[src/rtl/edgeirq_pkg.sv]
package edgeirq_pkg;
   // register map
   localparam logic [2:0] A_PB  = 3'd0;
   localparam logic [2:0] A_PA  = 3'd1;
   localparam logic [2:0] A_DB  = 3'd2;
   localparam logic [2:0] A_DA  = 3'd3;
   localparam logic [2:0] A_CTL = 3'd4;
   localparam logic [2:0] A_FLG = 3'd5;
   localparam logic [2:0] A_ENA = 3'd6;

   localparam int NUM_FLAGS = 7;
   localparam int NUM_LINES = 4;

   // flag positions
   localparam int F_CA2 = 0;
   localparam int F_CA1 = 1;
   localparam int F_SR  = 2;
   localparam int F_CB2 = 3;
   localparam int F_CB1 = 4;
   localparam int F_T2  = 5;
   localparam int F_T1  = 6;

   // line vector order: {cb2, cb1, ca2, ca1}
   localparam int L_C1 = 0;
   localparam int L_C2 = 1;
endpackage

[src/rtl/edgeirq_sync_edge.sv]
module edgeirq_sync_edge #(
   parameter int N      = 4,
   parameter int STAGES = 2
) (
   input  logic         clk,
   input  logic         rst_n,
   input  logic [N-1:0] din,
   output logic [N-1:0] rise,
   output logic [N-1:0] fall
);
   generate
      if (STAGES < 2) begin : g_bad_stages
         $error("edgeirq_sync_edge: STAGES must be at least 2");
      end
      for (genvar i = 0; i < N; i++) begin : g_line
         logic [STAGES-1:0] chain;
         logic              last;
         always_ff @(posedge clk or negedge rst_n) begin
            if (!rst_n) begin
               chain <= '0;
               last  <= 1'b0;
            end else begin
               chain <= {chain[STAGES-2:0], din[i]};
               last  <= chain[STAGES-1];
            end
         end
         assign rise[i] = chain[STAGES-1] & ~last;
         assign fall[i] = ~chain[STAGES-1] & last;
      end
   endgenerate
endmodule

[src/rtl/edgeirq_flags.sv]
module edgeirq_flags #(
   parameter int NF = 7
) (
   input  logic          clk,
   input  logic          rst_n,
   input  logic [NF-1:0] set_vec,
   input  logic [NF-1:0] clr_vec,
   input  logic          en_we,
   input  logic [NF:0]   en_wdata,
   output logic [NF-1:0] flag_q,
   output logic [NF-1:0] en_q,
   output logic          irq
);
   always_ff @(posedge clk or negedge rst_n) begin
      if (!rst_n) begin
         flag_q <= '0;
         en_q   <= '0;
      end else begin
         // a set outranks a clear in the same cycle
         flag_q <= (flag_q & ~clr_vec) | set_vec;
         if (en_we) begin
            if (en_wdata[NF]) en_q <= en_q | en_wdata[NF-1:0];
            else              en_q <= en_q & ~en_wdata[NF-1:0];
         end
      end
   end

   assign irq = |(flag_q & en_q);
endmodule

[src/rtl/edgeirq_port.sv]
module edgeirq_port #(
   parameter int          W        = 8,
   parameter logic [W-1:0] RST_DATA = '0,
   parameter logic [W-1:0] RST_DIR  = '0
) (
   input  logic         clk,
   input  logic         rst_n,
   input  logic         data_we,
   input  logic         dir_we,
   input  logic [W-1:0] wdata,
   output logic [W-1:0] data_q,
   output logic [W-1:0] dir_q
);
   always_ff @(posedge clk or negedge rst_n) begin
      if (!rst_n) begin
         data_q <= RST_DATA;
         dir_q  <= RST_DIR;
      end else begin
         if (data_we) data_q <= (data_q & ~dir_q) | (wdata & dir_q);
         if (dir_we)  dir_q  <= wdata;
      end
   end
endmodule

[src/rtl/edgeirq_ctl.sv]
module edgeirq_ctl
   import edgeirq_pkg::*;
#(
   parameter int DATA_W      = 8,
   parameter int SYNC_STAGES = 2
) (
   input  logic              clk,
   input  logic              rst_n,
   input  logic [2:0]        bus_addr,
   input  logic              bus_wr,
   input  logic              bus_rd,
   input  logic [DATA_W-1:0] bus_wdata,
   output logic [DATA_W-1:0] bus_rdata,
   input  logic              hs_ca1,
   input  logic              hs_ca2,
   input  logic              hs_cb1,
   input  logic              hs_cb2,
   input  logic              t1_set,
   input  logic              t1_clr,
   input  logic              t2_set,
   input  logic              t2_clr,
   input  logic              sr_set,
   input  logic              sr_rd,
   output logic              irq,
   output logic [DATA_W-1:0] pa_out,
   output logic [DATA_W-1:0] pa_dir,
   output logic [DATA_W-1:0] pb_out,
   output logic [DATA_W-1:0] pb_dir
);
   localparam int NP = NUM_LINES / 2;

   generate
      if (DATA_W != NUM_FLAGS + 1) begin : g_bad_width
         $error("edgeirq_ctl: DATA_W must equal NUM_FLAGS + 1");
      end
   endgenerate

   logic [DATA_W-1:0]    ctl_q;
   logic [NUM_LINES-1:0] lines, rise, fall, hs_set, hs_clr;
   logic [NP-1:0]        port_acc;
   logic [NUM_FLAGS-1:0] set_vec, clr_vec, flag_q, en_q;
   logic                 flg_we, edge_any;

   assign lines = {hs_cb2, hs_cb1, hs_ca2, hs_ca1};

   edgeirq_sync_edge #(.N(NUM_LINES), .STAGES(SYNC_STAGES)) u_sync (
      .clk(clk), .rst_n(rst_n), .din(lines), .rise(rise), .fall(fall)
   );

   always_ff @(posedge clk or negedge rst_n) begin
      if (!rst_n)                           ctl_q <= '0;
      else if (bus_wr && bus_addr == A_CTL) ctl_q <= bus_wdata;
   end

   // per-port edge selection and access clears
   generate
      for (genvar p = 0; p < NP; p++) begin : g_port
         localparam int LB = 2 * p;
         localparam int CB = 4 * p;
         localparam logic [2:0] AD = (p == 0) ? A_PA : A_PB;
         logic [2:0] fld;
         assign fld         = ctl_q[CB+3:CB+1];
         assign port_acc[p] = (bus_rd | bus_wr) && (bus_addr == AD);
         assign hs_set[LB+L_C1] = ctl_q[CB] ? rise[LB+L_C1] : fall[LB+L_C1];
         assign hs_set[LB+L_C2] = !fld[2] && (fld[1] ? rise[LB+L_C2] : fall[LB+L_C2]);
         assign hs_clr[LB+L_C1] = port_acc[p];
         assign hs_clr[LB+L_C2] = port_acc[p] && !fld[0];
      end
   endgenerate

   assign edge_any = |hs_set;
   assign flg_we   = bus_wr && (bus_addr == A_FLG);

   always_comb begin
      set_vec        = '0;
      set_vec[F_CA1] = hs_set[L_C1];
      set_vec[F_CA2] = hs_set[L_C2];
      set_vec[F_CB1] = hs_set[2 + L_C1];
      set_vec[F_CB2] = hs_set[2 + L_C2];
      set_vec[F_SR]  = sr_set;
      set_vec[F_T1]  = t1_set;
      set_vec[F_T2]  = t2_set;

      clr_vec        = flg_we ? bus_wdata[NUM_FLAGS-1:0] : '0;
      clr_vec[F_CA1] = clr_vec[F_CA1] | hs_clr[L_C1];
      clr_vec[F_CA2] = clr_vec[F_CA2] | hs_clr[L_C2];
      clr_vec[F_CB1] = clr_vec[F_CB1] | hs_clr[2 + L_C1];
      clr_vec[F_CB2] = clr_vec[F_CB2] | hs_clr[2 + L_C2];
      clr_vec[F_SR]  = clr_vec[F_SR]  | sr_rd;
      clr_vec[F_T1]  = clr_vec[F_T1]  | t1_clr;
      clr_vec[F_T2]  = clr_vec[F_T2]  | t2_clr;
   end

   edgeirq_flags #(.NF(NUM_FLAGS)) u_flags (
      .clk(clk), .rst_n(rst_n), .set_vec(set_vec), .clr_vec(clr_vec),
      .en_we(bus_wr && bus_addr == A_ENA), .en_wdata(bus_wdata),
      .flag_q(flag_q), .en_q(en_q), .irq(irq)
   );

   edgeirq_port #(.W(DATA_W), .RST_DATA('0), .RST_DIR('0)) u_pa (
      .clk(clk), .rst_n(rst_n),
      .data_we(bus_wr && bus_addr == A_PA), .dir_we(bus_wr && bus_addr == A_DA),
      .wdata(bus_wdata), .data_q(pa_out), .dir_q(pa_dir)
   );

   edgeirq_port #(.W(DATA_W), .RST_DATA('0), .RST_DIR('1)) u_pb (
      .clk(clk), .rst_n(rst_n),
      .data_we(bus_wr && bus_addr == A_PB), .dir_we(bus_wr && bus_addr == A_DB),
      .wdata(bus_wdata), .data_q(pb_out), .dir_q(pb_dir)
   );

   always_comb begin
      case (bus_addr)
         A_PB:    bus_rdata = pb_out;
         A_PA:    bus_rdata = pa_out;
         A_DB:    bus_rdata = pb_dir;
         A_DA:    bus_rdata = pa_dir;
         A_CTL:   bus_rdata = ctl_q;
         A_FLG:   bus_rdata = {irq, flag_q};
         A_ENA:   bus_rdata = {1'b1, en_q};
         default: bus_rdata = '0;
      endcase
   end
endmodule

[config.mk]
export PLATFORM = sky130hd
export DESIGN_NAME = edgeirq_ctl
export DESIGN_NICKNAME = d
export VERILOG_FILES = /design/src/rtl/edgeirq_pkg.sv /design/src/rtl/edgeirq_sync_edge.sv /design/src/rtl/edgeirq_flags.sv /design/src/rtl/edgeirq_port.sv /design/src/rtl/edgeirq_ctl.sv
export SDC_FILE = /design/constraint.sdc
export NUM_CORES = 1
export LEC_CHECK = 0
export ABC_CLOCK_PERIOD_IN_PS = 2750
export BUFFER_PORTS_ARGS = -buffer_cell sky130_fd_sc_hd__buf_2
export CAP_MARGIN = 15
export CORE_AREA = 2 2 90 92
export DETAILED_ROUTE_END_ITERATION = 10
export DIE_AREA = 0 0 92 94
export PLACE_DENSITY_LB_ADDON = 0.12
export SLEW_MARGIN = 20
export SYNTH_ARGS = -nofsm -noshare
export SYNTH_HDL_FRONTEND = slang
export SYNTH_HIERARCHICAL = 1
export SYNTH_SLANG_ARGS = --single-unit
[constraint.sdc]
create_clock -name clk -period 2.75 [get_ports clk]
set_clock_uncertainty 0.05 [all_clocks]
set_input_delay 0.55 -clock clk [delete_from_list [all_inputs] [get_ports clk]]
set_output_delay 0.55 -clock clk [all_outputs]
set_load 0.02 [all_outputs]
Yosys cells after proc, flatten, opt, wreduce, memory -nomap -nowiden
Cells that the tools add are included.
{"block": "totals", "ff_bits": 66, "elab_cells": 86}
{"block": "classes", "n_eq_ne": 6, "muxes": 7, "bitwise": 39, "reduce_logical": 19}
{"cell": "case mux 8 bit (7 select lines)", "count": 1}
{"cell": "AND 8 bit", "count": 4}
{"cell": "AND 7 bit", "count": 3}
{"cell": "inverter 8 bit", "count": 2}
{"cell": "OR 8 bit", "count": 2}
{"cell": "two-way mux 7 bit", "count": 2}
{"cell": "inverter 7 bit", "count": 2}
{"cell": "OR 7 bit", "count": 2}
{"cell": "logical AND 1 bit", "count": 13}
{"cell": "== test 3 bit, second input constant", "count": 3}
{"cell": "AND 1 bit", "count": 8}
{"cell": "inverter 1 bit", "count": 8}
{"cell": "OR 1 bit", "count": 8}
{"cell": "OR reduction 7 bit", "count": 1}
{"cell": "== test 3 x 2 -> 1 bit, second input constant", "count": 2}
{"cell": "zero test 1 bit", "count": 4}
{"cell": "two-way mux 1 bit", "count": 4}
{"cell": "== test 3 x 1 -> 1 bit, second input constant", "count": 1}
{"cell": "zero test 3 bit", "count": 1}

Longest topological paths before layout
Gate-level depths: netlist of the first run.
{"block": "logic_depth", "ltp_word": 7, "ltp_mapped": 8, "ltp_nobuf": 5}

Hierarchy
Netlist of the first run, hierarchy kept.
{"mod": "edgeirq_ctl", "n_inst": 1, "cells_each": 122, "area_per_inst_um2": 1078.5}
{"mod": "edgeirq_port (u_pb)", "n_inst": 1, "cells_each": 42, "area_per_inst_um2": 673.1}
{"mod": "edgeirq_port (u_pa)", "n_inst": 1, "cells_each": 42, "area_per_inst_um2": 663.1}
{"mod": "edgeirq_flags", "n_inst": 1, "cells_each": 46, "area_per_inst_um2": 564.3}
{"mod": "edgeirq_sync_edge", "n_inst": 1, "cells_each": 20, "area_per_inst_um2": 350.3}

Least setup slack after synthesis of the first run
No wires, ideal clock.
{"block": "synth_path", "path_type": "input-to-output", "startpoint": "input port bus_addr[1]", "endpoint": "output port bus_rdata[4]", "arrival_time_ns": 1.648, "required_time_ns": 2.150, "setup_slack_ns": 0.502, "cell_stages": 5, "path_cell_list": "buf_4 -> buf_6 -> mux2i_1 -> or2_2 -> a31oi_1"}
{"block": "synth_via", "elab_chain_len": 2, "word_cells_on_any_way": 8, "classes_between": "6 x eq/ne; 1 x mux; 1 x reduce/logical"}
{"item": "start: declaration", "line": "edgeirq_ctl.sv:9", "rtl": "input logic [2:0] bus_addr,"}
{"item": "== test 3 bit, or another cell as far along", "line": "edgeirq_ctl.sv:113", "rtl": "case (bus_addr)"}
{"item": "case mux 8 bit (7 select lines) *", "line": "edgeirq_ctl.sv:113"}
{"item": "end: declaration", "line": "edgeirq_ctl.sv:13", "rtl": "output logic [DATA_W-1:0] bus_rdata,"}
Mark *: on every way between the ends. The rest lies on a longest branch, timed or not.

Worst setup path in the final report of the first run
{"block": "layout_path", "startpoint": "register u_flags.flag_q[4]", "endpoint": "output port bus_rdata[7]"}
{"block": "layout_via", "elab_chain_len": 3}
{"item": "start: declaration", "line": "edgeirq_flags.sv:10", "rtl": "output logic [NF-1:0] flag_q,"}
{"item": "start signal: assignment", "line": "edgeirq_flags.sv:20", "rtl": "flag_q <= (flag_q & ~clr_vec) | set_vec;"}
{"item": "AND 7 bit", "line": "edgeirq_flags.sv:28", "rtl": "assign irq = |(flag_q & en_q);"}
{"item": "OR reduction 7 bit", "line": "edgeirq_flags.sv:28"}
{"item": "case mux 8 bit (7 select lines)", "line": "edgeirq_ctl.sv:113"}
Every way passes these cells.

==> results of run 1 <==
-- worst paths after layout --
| path | endpoint | start |
|---|---|---|
| max | bus_rdata[7] | u_flags/flag_q[4] |
| min | async pin | rst_n |
| max reg2reg | u_flags/flag_q[0] | ctl_q[1] |
| min reg2reg | u_sync/g_line[0].chain[1] | u_sync/g_line[0].chain[0] |
| max in group asynchronous | u_pb/dir_q[2] | rst_n |
| min in group clk | u_sync/g_line[0].chain[0] | hs_ca1 |
-- area by class of cell --
cell class	count	area [um^2]	share of cell area, %
Tap cell	102	127.6	3.188
Timing Repair Buffer	78	435.4	10.88
Multi-Input combinational cell	183	1524	38.07
Sequential cell	66	1662	41.51
Clock buffer	10	137.6	3.439
Inverter	7	26.28	0.6565
Clock inverter	6	90.09	2.251
-- critical path, stage by stage (launching register included) --
cell	delay, ps
dfrtp_1	410
a222oi_1	460
nand3_1	190
nand3b_1	130
nand3b_1	70
a211o_1	300
buf_2	160
-- Yosys cell counts --
cell type	number	area [um^2]
dfrtp_1	58	1451
nand2_1	31	116.4
mux2_2	27	304.0
mux2i_1	19	190.2
mux2_4	16	240.2
a21o_1	10	75.07
nor2b_1	10	62.56
dfstp_2	8	210.2
inv_1	7	26.28
mux2_1	7	78.83
nor2_1	7	26.28
a31oi_1	6	37.54
buf_6	6	67.56
nand3b_1	6	45.04
a22o_1	5	43.79
or2_2	5	31.28
buf_2	4	20.02
clkbuf_1	4	15.01
nor3_1	4	20.02
a21oi_1	3	15.01
a22oi_1	2	15.01
and2b_1	2	15.01
buf_4	2	15.01
nand2b_1	2	12.51
nand3_1	2	10.01
o21ai_0	2	10.01
a211o_1	1	8.760
a222oi_1	1	10.01
a311o_1	1	10.01
a41oi_1	1	8.760
and3_1	1	6.260
and3b_1	1	8.760
and4b_1	1	10.01
mux4_1	1	26.28
nand2b_4	1	13.76
nand4_1	1	6.260
nand4b_1	1	8.760
nor3b_1	1	7.510
nor3b_4	1	18.77
o2111ai_1	1	8.760
o21a_1	1	7.510
o2bb2ai_1	1	8.760
or3_1	1	6.260
-- logic make-up (layout without fill, tap and decap cells) --
group	after synthesis	after routing	synth area share, %
flip-flops	66	66	49.91
AO/OA/AOI/OAI	35	35	7.779
AND/OR/NAND/NOR	78	78	12.78
multiplexers	70	70	25.22
buffers and inverters	23	101	4.321
-- per-layer routing --
metal / share of wire [%] / track usage (%) / wire length, um
met1: 49 / 29.34 / 3989
met2: 47 / 30.51 / 3762
met3: 3.6 / 2.889 / 287
met4: 0.47 / 7.587 / 38
met5: 0 / 0 / 0
-- power groups by stage --
stage          combinational (mW)  clock [mW]  sequential (mW)
3_3_place_gp                0.870           0             1.40
4_1_cts                     0.890       0.940             1.39
5_1_grt                     0.951       0.981             1.42
2_1_floorplan               0.446           0             1.52
6_report                    0.880       0.921             1.39
3_5_place_dp                0.888           0             1.40
==> flow_metrics.py, run 1 <==
metrics = {
    "clock_network": {
        "cts.hold.buffers_added": 0,
        "numCtsBuffers": 9,
        "cts_tree": "yes",
        "clockBufferDepth": 2,
        "post_cts_buffers": 0,
        "path_clk_slew_ps": 80,
        "cts.htree.levels": 3,
        "cts_resized": 0,
        "cts.sinks": 66,
        "cts_root_buf": "clkbuf_8",
        "clkLatencyLatePin_ps": 330,
    },
    "pwr": {
        "seqPwrFrac_pct": 43.5,
        "p_sw_share_pct": 32.24,
        "p_comb_share_pct": 27.6,
        "power_density_nw_per_um2": 796.7,
        "p_clk_share_pct": 28.9,
        "internal-power_mw": 2.161,
        "p_leak_nw": 1.916,
        "p_sw_mw": 1.028,
        "p_total_mw": 3.189,
        "ir_worst_vdd_v": 0.0003274,
    },
    "final_layout": {
        "utilization_pct": 52.62,
        "nets": 370,
        "layout.cells.non_filler": 452,
        "antenna_cells": 0,
        "final_cell_area_um2": 4003,
        "area_delta_synth_final_pct": 20.22,
        "drive_gt1_share_pct": 43.43,
        "fillers": 727,
        "final_common_cell": "buf_2",
        "layout_common_cells": "buf_2 (65), dfrtp_1 (58), nand2_1 (31), mux2_2 (27), mux2i_1 (19)",
    },
    "logic_synthesis": {
        "synth.avg_cell_area_um2": 12.24,
        "syn_area_um2": 3329,
        "yosys_warnings": 6,
        "synthDistinctLibCells": 43,
        "synth.ff_latch_count": 66,
        "syn-num-nets": 297,
        "yosysSeqAreaShare_pct": 49.91,
        "netlist_instances": 272,
    },
    "floorplan": {
        "start_util_pct": 43.77,
        "die_x_um": 92,
        "row_count": 32,
        "core_um2": 7607,
        "dieArea_um2": 8648,
        "die_height_um": 94,
        "num_io_pins": 66,
    },
    "setup_path": {
        "endpoint_kind": "output pin",
        "critPathArrivalTime_ps": 2050,
        "path_max_fanout": 3,
        "rr_worst_depth": 4,
        "worst-r2r-setup-slack_ps": 1480,
        "required_ps": 2150,
        "setup.worst_path.start_class": "flop",
        "critical_path_class": "flop to output pin",
    },
    "routing": {
        "ant_nets": 0,
        "drt_iter0_drc": 190,
        "drt-pass1-iter-count": 4,
        "wl_per_cell_um": 17.87,
        "drt_wl_total_mm": 8.077,
        "vias": 2374,
        "viasPerCell": 5.252,
        "drc": 0,
    },
    "sta": {
        "rsz0062_at_grt": "no",
        "fin_crit_ps": 2655,
        "worst_pin_slew_ps": 599.5,
        "clock.fmax_mhz": 376.7,
        "setup_viol": 0,
        "post-route-period-util_pct": 96.53,
        "timing.final.ws_setup_ps": 95.47,
        "fin_tns_setup_ps": 0,
        "hold_viol": 0,
        "maxSlewHeadroom_pct": 60.03,
        "hold-worst-slack_ps": 165.0,
        "drv_slew": 0,
    },
    "global_route": {
        "antenna_found_initial": 0,
        "overflow": 0,
        "grt_pass1_wl_mm": 13.00,
        "grt_max_degree": 28,
        "track_usage_pct": 20.12,
        "grt_pass1_vias": 2394,
    },
    "placement": {
        "pre_cts_slack_ps": 305.4,
        "dpl.hpwl_mm": 5.827,
        "dp.cells": 436,
        "gp_congestion": 0.8938,
        "io_buffers": 65,
        "dpl_cell_area_um2": 3775,
    },
    "hold_path": {
        "min_path_type": "input port to async pin",
    },
    "run": {
        "max_cap_violations": 0,
    },
    "run_status": {
        "status": "finished, final reports clean",
    },
}
Note: power is estimated with default switching activity, not from simulation.
==> run 2, diff against run 1 <==
--- a/config.mk
+++ b/config.mk
@@ -5,7 +5,7 @@
 export SDC_FILE = /design/constraint.sdc
 export NUM_CORES = 1
 export LEC_CHECK = 0
-export ABC_CLOCK_PERIOD_IN_PS = 2750
+export ABC_CLOCK_PERIOD_IN_PS = 2800
 export BUFFER_PORTS_ARGS = -buffer_cell sky130_fd_sc_hd__buf_2
 export CAP_MARGIN = 15
 export CORE_AREA = 2 2 90 92
==> constraint.sdc (replaced) <==
create_clock -name clk -period 2.8 [get_ports clk]
set_clock_uncertainty 0.05 [all_clocks]
set_input_delay 0.56 -clock clk [delete_from_list [all_inputs] [get_ports clk]]
set_output_delay 0.56 -clock clk [all_outputs]
set_load 0.1 [all_outputs]
==> run 2 against run 1 <==
Via count fell by 0.55%. Sequential share of layout area fell by 1.6 points. Largest cell class unchanged. Largest power group is now combinational cells. Critical path type unchanged. Register-to-register slack improved by 60 ps.
==> flow_metrics.py, run 2 (same netlist as run 1, synthesis figures left out) <==
metrics = {
    "pwr": {
        "seqPwrFrac_pct": 33.7,
        "p_sw_mw": 1.994,
        "ir_worst_vdd_v": 0.0004221,
        "power_density_nw_per_um2": 966.8,
        "p_total_mw": 4.026,
        "internal-power_mw": 2.032,
        "p_leak_nw": 1.952,
        "p_comb_share_pct": 49.0,
        "p_clk_share_pct": 17.3,
        "p_sw_share_pct": 49.52,
    },
    "sta": {
        "rsz0062_at_grt": "yes",
        "post-route-period-util_pct": 96.33,
        "hold_viol": 0,
        "setup_viol": 0,
        "clock.fmax_mhz": 370.8,
        "drv_slew": 0,
        "worst_pin_slew_ps": 685.3,
        "maxSlewHeadroom_pct": 54.31,
        "fin_crit_ps": 2697,
    },
    "setup_path": {
        "worst-path-buf-inv": 1,
        "path_cells": "a222oi_1 > nand3_4 > nand3b_1 > nand3b_1 > a211o_1 > buf_12",
        "critical_path_class": "flop to output pin",
        "cp_slowest_cell": "a222oi_1",
        "setup.worst_path.start_class": "flop",
        "crit_path_max_incr_delay_ps": 550,
        "path_max_fanout": 3,
        "endpoint_kind": "output pin",
        "required_ps": 2190,
        "path_delay_family": "compound AO/OA/AOI/OAI gates",
        "cpMostUsedCell": "nand3b_1",
        "critPathArrivalTime_ps": 2090,
    },
    "final_layout": {
        "area_delta_synth_final_pct": 25.07,
        "regArea_um2": 1662,
        "layout_common_cells": "dfrtp_1 (58), buf_2 (57), nand2_1 (31), mux2_2 (27), mux2i_1 (19)",
        "drive_gt1_share_pct": 44.73,
        "fillers": 704,
        "final_common_cell": "dfrtp_1",
        "final_cell_area_um2": 4164,
        "antenna_cells": 0,
        "nets": 371,
        "multi_input_area_um2": 1609,
    },
    "clock_network": {
        "cts.htree.levels": 3,
        "clockBufferDepth": 2,
        "numCtsBuffers": 9,
        "cts.sinks": 66,
        "cts.hold.buffers_added": 0,
        "cts_tree": "yes",
        "path_clk_slew_ps": 70,
        "clkLatencyLatePin_ps": 340,
        "cts_root_buf": "clkbuf_8",
    },
    "global_route": {
        "grt_max_degree": 40,
        "track_usage_pct": 20.75,
        "grt_pass1_vias": 2489,
        "antenna_found_initial": 0,
        "overflow": 0,
        "grt_pass1_wl_mm": 13.43,
    },
    "floorplan": {
        "core_um2": 7607,
        "start_util_pct": 43.77,
        "dieArea_um2": 8648,
        "num_io_pins": 66,
        "row_count": 32,
        "die_height_um": 94,
        "die_x_um": 92,
    },
    "routing": {
        "ant_nets": 0,
        "drt_wl_total_mm": 8.241,
        "viasPerCell": 5.212,
        "drc": 0,
        "wl_per_cell_um": 18.19,
        "drt-pass1-iter-count": 4,
        "vias": 2361,
        "drt_iter0_drc": 83,
    },
    "run": {
        "max_cap_violations": 0,
    },
    "placement": {
        "dpl.hpwl_mm": 5.919,
        "dpl_cell_area_um2": 3978,
        "io_buffers": 65,
        "gp_congestion": 0.8423,
    },
    "hold_path": {
        "min_path_type": "input port to async pin",
    },
    "run_status": {
        "status": "finished, final reports clean",
    },
}
==> run 2: changes by cell type in the layout (fill, tap and decap cells not counted), moves of 3 or more <==
| cell | before | now |
|---|---|---|
| buf_12 | 1 | 10 |
| buf_2 | 65 | 57 |
| a31oi_1 | 6 | 1 |
| a31oi_4 | 0 | 4 |
| clkbuf_1 | 0 | 3 |
==> run 2: area by class of cell <==
class | count | area share (%)
tap | 102 | 3.065
inverter | 7 | 0.6310
clock inverter | 3 | 0.3606
multi-input combinational | 183 | 38.64
clock buffer | 13 | 3.576
timing repair buffer | 79 | 13.82
sequential | 66 | 39.90
==> run 2: metrics by stage <==
step	hold WS, ps	instances	utilization (%)	setup TNS (ps)	setup slack, ps
global route	242.5	453	54.74	-0.3220	-0.3220
global placement	283.2	436	52.29	0	254.5
CTS	220.0	452	54.47	0	32.21
floorplan	214.4	272	-	-187.3	-187.3
detailed placement	286.5	436	52.29	0	201.1
finish	203.8	453	54.74	0	102.8
==> run 2: final timing paths <==
check                                               start                         to  slack, ps  cells after the start
worst max-delay path                                 flop               bus_rdata[7]        100                      6
worst min-delay path                                rst_n                   ctl_q[4]        200                      1
worst max register to register                   ctl_q[1]          u_flags/flag_q[0]       1540                      4
worst min register to register  u_sync/g_line[2].chain[0]  u_sync/g_line[2].chain[1]        300                      0
max in group asynchronous                           rst_n              u_pb/dir_q[1]       1790                      2
min in group clk                                   hs_cb1  u_sync/g_line[2].chain[0]        270                      1
==> run 2: power groups by stage <==
stage | clock, mW | sequential [mW] | combinational, mW
after global routing | 0.759 | 1.39 | 2.04
after global placement | 0 | 1.37 | 1.95
final | 0.698 | 1.36 | 1.97
after floorplan | 0 | 2.28 | 0.660
after detailed placement | 0 | 1.37 | 1.96
after CTS | 0.713 | 1.36 | 1.97
==> run 2: layer usage <==
metal | up-vias | routed length (um) | track usage, %
met5 | - | 0 | 0
met4 | 0 | 133 | 7.338
met3 | 11 | 234 | 3.692
met2 | 48 | 3977 | 33.82
met1 | 1183 | 3895 | 28.01
li1 | 1119 | - | -
==> run 2: timing repair <==
action                     4_1_cts  5_1_grt
setup endpoints to repair        1        1
resized for setup                1        3
pin swaps                        1        3
buffers inserted                 0        1
==> run 3, diff against run 2 <==
==> constraint.sdc (replaced) <==
create_clock -name clk -period 2.8 [get_ports clk]
set_clock_uncertainty 0.05 [all_clocks]
set_input_delay 0.28 -clock clk [delete_from_list [all_inputs] [get_ports clk]]
set_output_delay 0.28 -clock clk [all_outputs]
set_load 0.1 [all_outputs]
==> run 3 against run 2 <==
The run now ends with hold timing left. Fmax grew 8.1%. Sequential power hardly changed. Design area fell by 1.2%. Utilization is 0.66 points lower. Via count fell by 0.85%. Total power grew 0.35%. First-iteration DRC count increased by 51%. Routed wire length decreased by 4.7%. Count of clock-buffer cells in the layout stayed put. Die area unchanged. Combinational power is 4% lower.
==> flow_metrics.py, run 3 (same netlist as run 1, synthesis figures left out) <==
metrics = {
    "run_status": {
        "status": "complete, but fails checks",
        "violations": "hold timing",
    },
    "placement": {
        "dpl.hpwl_mm": 5.594,
        "io_buffers": 65,
        "dp.cells": 435,
        "gp_congestion": 0.7778,
        "pre_cts_slack_ps": 587.2,
    },
    "floorplan": {
        "num_io_pins": 66,
        "row_count": 32,
        "die_x_um": 92,
        "die_height_um": 94,
        "core_um2": 7607,
        "dieArea_um2": 8648,
        "start_util_pct": 43.77,
    },
    "setup_path": {
        "cpMostUsedCell": "nand3b_1",
        "cp_slowest_cell": "a222oi_1",
        "critPathArrivalTime_ps": 2170,
        "rr_worst_depth": 4,
        "worst-r2r-setup-slack_ps": 1530,
        "timing.rr.end": "u_flags/flag_q[0]",
        "endpoint_kind": "output pin",
        "critical_path_class": "flop to output pin",
        "required_ps": 2470,
        "crit_path_max_incr_delay_ps": 470,
        "path_cells": "a222oi_1 > nand3_2 > nand3b_1 > nand3b_1 > a211o_1 > buf_2",
        "path_max_fanout": 3,
        "setup.worst_path.start_class": "flop",
        "r2r_start": "ctl_q[1]",
    },
    "global_route": {
        "grt_pass1_vias": 2390,
        "grt_pass1_wl_mm": 12.74,
        "overflow": 0,
        "track_usage_pct": 19.38,
        "grt_max_degree": 35,
        "antenna_found_initial": 0,
    },
    "clock_network": {
        "clockBufferDepth": 2,
        "clkLatencyLatePin_ps": 340,
        "cts.htree.levels": 3,
        "path_clk_slew_ps": 70,
        "numCtsBuffers": 9,
        "cts.sinks": 66,
        "post_cts_buffers": 0,
        "cts_tree": "yes",
        "cts_root_buf": "clkbuf_8",
    },
    "final_layout": {
        "final_common_cell": "buf_2",
        "layout_common_cells": "buf_2 (60), dfrtp_1 (58), nand2_1 (31), mux2_2 (27), mux2i_1 (19)",
        "layout.cells.non_filler": 455,
        "area_delta_synth_final_pct": 23.56,
        "antenna_cells": 0,
        "drive_gt1_share_pct": 43.91,
        "nets": 373,
    },
    "routing": {
        "drt_iter0_drc": 125,
        "vias": 2341,
        "viasPerCell": 5.145,
        "ant_nets": 0,
        "drt_wl_total_mm": 7.852,
        "drt-pass1-iter-count": 4,
        "wl_per_cell_um": 17.26,
        "drc": 0,
    },
    "sta": {
        "fin_crit_ps": 2495,
        "timing.final.ws_setup_ps": 304.7,
        "hold_viol": 22,
        "clock.fmax_mhz": 400.7,
        "worst_pin_slew_ps": 816.1,
        "setup_viol": 0,
        "maxSlewHeadroom_pct": 45.60,
        "post-route-period-util_pct": 89.12,
        "drv_slew": 0,
        "hold-worst-slack_ps": -28.85,
        "fin_tns_setup_ps": 0,
        "rsz0062_at_grt": "no",
    },
    "pwr": {
        "p_total_mw": 4.040,
        "power_density_nw_per_um2": 982.0,
        "ir_worst_vdd_v": 0.0005546,
        "p_leak_nw": 1.946,
    },
    "hold_path": {
        "min_path_type": "input port to async pin",
    },
    "run": {
        "max_cap_violations": 0,
    },
}
## run 3: cell count changes in the layout (fill, tap and decap cells not counted)
cell	previous run	this run
buf_2	57	60
buf_12	10	6
nand3_2	0	1
clkinv_2	3	2
a31oi_4	4	0
bufinv_16	0	1
nand3_4	1	0
buf_4	12	11
dlygate4sd3_1	0	4
a31oi_2	1	5
## run 3: what timing repair did
| item | CTS | global route |
|---|---|---|
| hold endpoints to repair | 4 | 0 |
| hold buffers | 4 | 0 |
| setup endpoints to repair | 0 | 0 |
| resized for setup | 0 | 0 |
## run 3: routing by layer
layer  up-vias  GRT usage, %  part of all wire (%)
met5         -             0                     0
met4         0         6.716                   1.1
met3         9         3.130                   4.4
met2        52         30.02                    47
met1      1161         27.72                    48
li1       1119             -                     -
## run 3: area by class of cell
| type | count | area, um^2 |
|---|---|---|
| multi-input cells | 183 | 1567 |
| flip-flops and latches | 66 | 1662 |
| clock inverters | 3 | 40.04 |
| repair buffers | 81 | 543.0 |
| clock buffers | 13 | 148.9 |
| well taps | 102 | 127.6 |
| fillers | 701 | 3493 |
| inverters | 7 | 26.28 |
## run 3: worst max path at each step
stage,startpoint,end,slack [ps],cells past startpoint
2_1_floorplan,u_pa/dir_q[2],bus_rdata[2],90,3
3_3_place_gp,bus_addr[0],bus_rdata[7],610,6
3_5_place_dp,bus_addr[1],bus_rdata[4],590,6
4_1_cts,flop,bus_rdata[7],310,6
5_1_grt,flop,bus_rdata[7],160,6
6_report,flop,bus_rdata[7],300,6
## run 3: per-stage QoR
stage | hold slack [ps] | utilization, % | instance area [um^2]
3_3_place_gp | 287.0 | 51.07 | 3885
4_1_cts | 0.8773 | 54.08 | 4114
5_1_grt | 42.17 | 54.08 | 4114
3_5_place_dp | 288.9 | 51.07 | 3885
2_1_floorplan | -65.59 | - | 3372
6_report | -28.85 | 54.08 | 4114
## run 3: where the power goes
group	total, mW	internal, mW	switching (mW)	leakage (nW)
combinational	1.90	0.467	1.44	1.07
sequential	1.36	1.18	0.179	0.777
clock	0.780	0.434	0.346	0.0974
## run 3: worst max-delay path: cells and delay by family, from the launching register on
kind / cells / cell delay [ps]
and+or+nand+nor: 3 / 360
DFF: 1 / 400
AOI/OAI and AO/OA: 2 / 770
buffers and inverters: 1 / 290
